<file path="src/rtl/scl_gen_pkg.sv">
package scl_gen_pkg;

    typedef enum logic [2:0] {
        S_IDLE,
        S_START_SU,
        S_START_HD,
        S_LOW,
        S_HIGH,
        S_STOP_LOW,
        S_STOP_SU
    } scl_state_e;

    localparam int unsigned FAST_ABOVE_HZ = 100_000;
    localparam int unsigned MIN_PHASE     = 4;

    // High half count: even split in standard range, one third in fast range.
    function automatic int unsigned high_cycles(input int unsigned sys_hz,
                                                input int unsigned scl_hz);
        int unsigned total;
        int unsigned h;
        total = sys_hz / scl_hz;
        h     = (scl_hz > FAST_ABOVE_HZ) ? total / 3 : total / 2;
        if (h < MIN_PHASE) h = MIN_PHASE;
        return h;
    endfunction

    function automatic int unsigned low_cycles(input int unsigned sys_hz,
                                               input int unsigned scl_hz);
        int unsigned total;
        int unsigned h;
        int unsigned l;
        total = sys_hz / scl_hz;
        h     = high_cycles(sys_hz, scl_hz);
        l     = (total > h) ? total - h : 0;
        if (l < MIN_PHASE) l = MIN_PHASE;
        return l;
    endfunction

endpackage

</file>
<file path="src/rtl/scl_sync.sv">
module scl_sync #(
    parameter int unsigned STAGES = 2
) (
    input  logic clk,
    input  logic rst_n,
    input  logic d,
    output logic q
);
    logic [STAGES-1:0] ff;

    generate
        if (STAGES == 1) begin : g_one
            always_ff @(posedge clk or negedge rst_n) begin
                if (!rst_n) ff <= '1;
                else        ff <= d;
            end
        end else begin : g_chain
            always_ff @(posedge clk or negedge rst_n) begin
                if (!rst_n) ff <= '1;
                else        ff <= {ff[STAGES-2:0], d};
            end
        end
    endgenerate

    assign q = ff[STAGES-1];
endmodule

</file>
<file path="src/rtl/scl_phase_cnt.sv">
module scl_phase_cnt #(
    parameter int unsigned CW   = 8,
    parameter int unsigned MAXV = 255
) (
    input  logic          clk,
    input  logic          rst_n,
    input  logic          clr,
    input  logic          want_low,
    input  logic          line,
    output logic [CW-1:0] cnt
);
    logic level_ok;

    assign level_ok = want_low ? !line : line;

    always_ff @(posedge clk or negedge rst_n) begin
        if (!rst_n) begin
            cnt <= '0;
        end else if (clr || !level_ok) begin
            cnt <= '0;
        end else if (cnt != CW'(MAXV)) begin
            cnt <= cnt + CW'(1);
        end
    end

    // Counting waits for the line to reach the low level.
    AST_LOW_WAITS_LINE: assert property (@(posedge clk) disable iff (!rst_n)
        (want_low && line) |=> (cnt == '0));
endmodule

</file>
<file path="src/rtl/scl_gen.sv">
module scl_gen
    import scl_gen_pkg::*;
#(
    parameter int unsigned SYS_HZ      = 25_000_000,
    parameter int unsigned SCL_HZ      = 100_000,
    parameter int unsigned SYNC_STAGES = 2
) (
    input  logic clk,
    input  logic rst_n,
    input  logic en,
    input  logic start_req,
    input  logic stop_req,
    input  logic scl_in,
    output logic scl_oe,
    output logic sda_oe,
    output logic chg_stb,
    output logic smp_stb
);
    localparam int unsigned HIGH_CYC = high_cycles(SYS_HZ, SCL_HZ);
    localparam int unsigned LOW_CYC  = low_cycles(SYS_HZ, SCL_HZ);
    localparam int unsigned CNT_MAX  = (LOW_CYC > HIGH_CYC) ? LOW_CYC : HIGH_CYC;
    localparam int unsigned CW       = $clog2(CNT_MAX + 1);
    localparam int unsigned CHG_AT   = LOW_CYC / 2;
    localparam int unsigned SMP_AT   = HIGH_CYC / 2;

    scl_state_e    state, nxt;
    logic          scl_s;
    logic [CW-1:0] cnt;
    logic          stop_pend;
    logic          want_low;
    logic          lo_done, hi_done;
    logic          clr;

    scl_sync #(.STAGES(SYNC_STAGES)) u_sync (
        .clk   (clk),
        .rst_n (rst_n),
        .d     (scl_in),
        .q     (scl_s)
    );

    assign want_low = (state == S_LOW) || (state == S_STOP_LOW);
    assign clr      = (nxt != state);

    scl_phase_cnt #(.CW(CW), .MAXV(CNT_MAX)) u_cnt (
        .clk      (clk),
        .rst_n    (rst_n),
        .clr      (clr),
        .want_low (want_low),
        .line     (scl_s),
        .cnt      (cnt)
    );

    assign lo_done = !scl_s && (cnt == CW'(LOW_CYC - 1));
    assign hi_done =  scl_s && (cnt == CW'(HIGH_CYC - 1));

    // Next-state logic
    always_comb begin
        nxt = state;
        unique case (state)
            S_IDLE:     if (en && start_req) nxt = S_START_SU;
            S_START_SU: if (hi_done)         nxt = S_START_HD;
            S_START_HD: if (hi_done)         nxt = S_LOW;
            S_LOW:      if (lo_done)         nxt = S_HIGH;
            S_HIGH:     if (hi_done)         nxt = (stop_pend || stop_req) ? S_STOP_LOW : S_LOW;
            S_STOP_LOW: if (lo_done)         nxt = S_STOP_SU;
            S_STOP_SU:  if (hi_done)         nxt = S_IDLE;
            default:                         nxt = S_IDLE;
        endcase
    end

    // State register and stop latch
    always_ff @(posedge clk or negedge rst_n) begin
        if (!rst_n) begin
            state     <= S_IDLE;
            stop_pend <= 1'b0;
        end else begin
            state <= nxt;
            if (nxt == S_IDLE)
                stop_pend <= 1'b0;
            else if (stop_req && state != S_IDLE)
                stop_pend <= 1'b1;
        end
    end

    // Outputs
    always_comb begin
        scl_oe  = 1'b0;
        sda_oe  = 1'b0;
        chg_stb = 1'b0;
        smp_stb = 1'b0;
        unique case (state)
            S_IDLE, S_START_SU: ;
            S_START_HD: sda_oe = 1'b1;
            S_LOW: begin
                scl_oe  = 1'b1;
                chg_stb = !scl_s && (cnt == CW'(CHG_AT));
            end
            S_HIGH:     smp_stb = scl_s && (cnt == CW'(SMP_AT));
            S_STOP_LOW: begin
                scl_oe = 1'b1;
                sda_oe = 1'b1;
            end
            S_STOP_SU:  sda_oe = 1'b1;
            default: ;
        endcase
    end

    // Checks
    AST_LOW_LEN: assert property (@(posedge clk) disable iff (!rst_n)
        $fell(scl_oe) |-> ($past(cnt) == CW'(LOW_CYC - 1)));
    AST_HIGH_LEN: assert property (@(posedge clk) disable iff (!rst_n)
        $rose(scl_oe) |-> ($past(cnt) == CW'(HIGH_CYC - 1)));
    AST_STRETCH_HOLD: assert property (@(posedge clk) disable iff (!rst_n)
        (state == S_HIGH && !scl_s) |=> (cnt == '0));
    AST_CHG_SINGLE: assert property (@(posedge clk) disable iff (!rst_n)
        chg_stb |=> !chg_stb);
    AST_SMP_SINGLE: assert property (@(posedge clk) disable iff (!rst_n)
        smp_stb |=> !smp_stb);
    AST_START_SCL_HIGH: assert property (@(posedge clk) disable iff (!rst_n)
        ($rose(sda_oe) && !scl_oe) |-> (scl_s && state == S_START_HD));
    AST_STOP_SCL_HIGH: assert property (@(posedge clk) disable iff (!rst_n)
        ($fell(sda_oe) && !scl_oe) |-> (scl_s && state == S_IDLE));
endmodule

</file>
<file path="config.mk">
export PLATFORM = sky130hd
export DESIGN_NAME = scl_gen
export DESIGN_NICKNAME = d
export VERILOG_FILES = /design/src/rtl/scl_gen_pkg.sv /design/src/rtl/scl_sync.sv /design/src/rtl/scl_phase_cnt.sv /design/src/rtl/scl_gen.sv
export SDC_FILE = /design/constraint.sdc
export NUM_CORES = 1
export LEC_CHECK = 0
export BUFFER_PORTS_ARGS = -buffer_cell sky130_fd_sc_hd__buf_2
export CAP_MARGIN = 15
export CORE_UTILIZATION = 45
export CTS_CLUSTER_DIAMETER = 120
export DETAILED_ROUTE_END_ITERATION = 7
export PLACE_DENSITY = 0.62
export SYNTH_ARGS = -nofsm -noshare
export SYNTH_HDL_FRONTEND = slang
export SYNTH_HIERARCHICAL = 1
export SYNTH_SLANG_ARGS = --single-unit
export TNS_END_PERCENT = 20
</file>
<file path="constraint.sdc">
create_clock -name clk -period 3.8 [get_ports clk]
set_clock_uncertainty 0.05 [all_clocks]
set_input_delay 0.38 -clock clk [delete_from_list [all_inputs] [get_ports clk]]
set_output_delay 0.38 -clock clk [all_outputs]
set_load 0.05 [all_outputs]
</file>
==> run summary <==
RSZ-0062 raised after global routing: no
Seq/Total Area, Yosys: 36.3%
CORE AREA: 1800 µm²
dpl cells: 125
Rows: 15
Clock transition at path regs: 70 ps
total CTS buffers: 3
total die area: 2190 µm²
H-tree depth: 1
clk_lat worst skew: 270 ps
VDD IR max: 0.194 mV
Nets: 114
arrival time at the worst endpoint: 1910 ps
drt drc: 0
die width: 46.8 µm
final core occ: 54.3%
Synth cell types: 44
first-pass GRT wire length: 2.71 mm
Pwr Density: 253 nW/µm²
Worst Path Max Fanout: 7
RePlAce Congestion: 0.844
ys async rst share: 100%
ys flop type: dfrtp_1
vias per cell: 5.93
critical path class: reg -> out
max_cap viols: 0
antenna violations before repair: 0
post_cts resized: 0
Avg Inst Size Synth: 9.51 µm²
final cell count without fillers: 130
maximum number of pins on one net before global-route repair: 14
Detailed Route Iter0 Violations: 41
drt total wl: 1.74 mm
yosys warns: 6
Avg WL per Cell: 13.3 µm
number of global-route vias before repair: 628
commonest non-fill, non-tap cell in the layout: dfrtp_1
Mapped Cells: 95
TritonCTS clock tree: built
Post-DRT Antenna Nets: 0
Worst Setup Start Kind: flop
CTS root buffer: clkbuf_4
fin. max-slew vios: 0
antenna cell count: 0
most frequent cells in the layout: dfrtp_1, nand2_1, buf_2
Initial Util: 50.1%
Port-buffer cells: 9
crit path capture type: output port
clock sinks: 13
GRT Overall Usage: 17.8%
Req. time, crit path: 3370 ps
Final TNS setup: 0 ps
First-pass DRT Iterations: 5
Tcrit/Tclk final: 61.6%
clock tree buffer depth: 2
# setup viols final: 0
status: finished, final reports clean
Layout area overhead: 8.31%
Layout fillers: 169
hpwl dp: 1.31 mm
Achievable Freq: 0.427 GHz
share of cells above drive strength 1: 22.9%
I/O pin count: 10
syn nets: 103
total grt overflow: 0
Worst Tran Pin Value: 413 ps
leak pwr: 0.000442 µW
Post-Syn Area: 903 µm²
Vert. Die Dim: 46.8 µm
normalized max-slew margin: 72.5%
Final Hold Fails: 0
vias: 771
Post-synth EDFFs: 0
Final Critical Period: 2340 ps
count of state elements after synthesis: 13
Hold Path Class: in -> reg
worst max-delay path, stage by stage (launching register included):
cell	delay, ps
dfrtp_1	460
nand3b_4	200
or4_1	500
nor4_1	170
buf_2	310
final cells by class:
cell class	instances	area, µm²	share of cell area [%]
multi-input combinational	72	515	52.7
sequential	13	328	33.5
timing repair buffer	10	55.1	5.63
tap	25	31.3	3.20
clock buffer	4	26.3	2.69
inverter	6	22.5	2.30
through the flow:
step	power (µW)	instance area (µm²)	hold slack, ps	worst slack, ps
final	247	978	160	1460
after global routing	264	978	136	1340
after CTS	252	978	148	1450
after detailed placement	169	942	233	1660
after global placement	169	942	235	1720
after floorplan	160	903	34.4	821
synth_stat cells, types with 3 or more instances:
library cell	instances	area, µm²
a31oi_1	3	18.8
o41ai_1	3	26.3
nand4_1	3	18.8
dfrtp_1	11	275
nor2_1	3	11.3
a21oi_1	3	15.0
nor3_1	7	35.0
inv_1	5	18.8
nand2_1	10	37.5
power by group:
part	total (µW)	leakage [µW]	internal, µW	switching [µW]
Clock	79.7	0.0000150	40.6	39.1
Sequential	149	0.000156	143	6.66
Combinational	18.1	0.000271	8.35	9.74
kinds of logic after synthesis:
group                    count (synthesis)  share of synthesized area [%]
flip-flops                              13                           36.3
XOR/XNOR                                 2                           1.94
AO/OA/AOI/OAI                           25                           21.3
adder cells (fa/ha/maj)                  2                           2.77
AND/OR/NAND/NOR                         43                           31.0
buffers and inverters                   10                           6.65
registers in the layout (all words and copies together) (netlist names):
signal	cells
state	3
u_cnt/cnt	7
stop_pend	1
u_sync/ff	2
worst paths after layout:
path                              startpoint            to  slack (ps)  depth (start not counted)
worst max register to register  u_cnt/cnt[0]  u_cnt/cnt[0]        1630                          8
worst max-delay path            u_cnt/cnt[0]       smp_stb        1460                          4
min in group asynchronous              rst_n  u_cnt/cnt[6]         470                          2
worst min register to register  u_sync/ff[0]  u_sync/ff[1]         310                          0
worst min-delay path                  scl_in  u_sync/ff[0]         160                          1
max in group asynchronous              rst_n  u_sync/ff[1]        2940                          2
per-layer routing:
metal	track usage, %	part of all wire [%]	wire, µm
met1	27.4	53	913
met2	23.6	43	742
met3	4.62	3.7	64
met4	6.86	0.81	14
met5	0	0	0
what timing repair did:
action                                 CTS  global route
setup buffers                            0             0
endpoints found under the hold margin   11             0
hold buffers                             1             0
(Power assumes the default switching activity.)
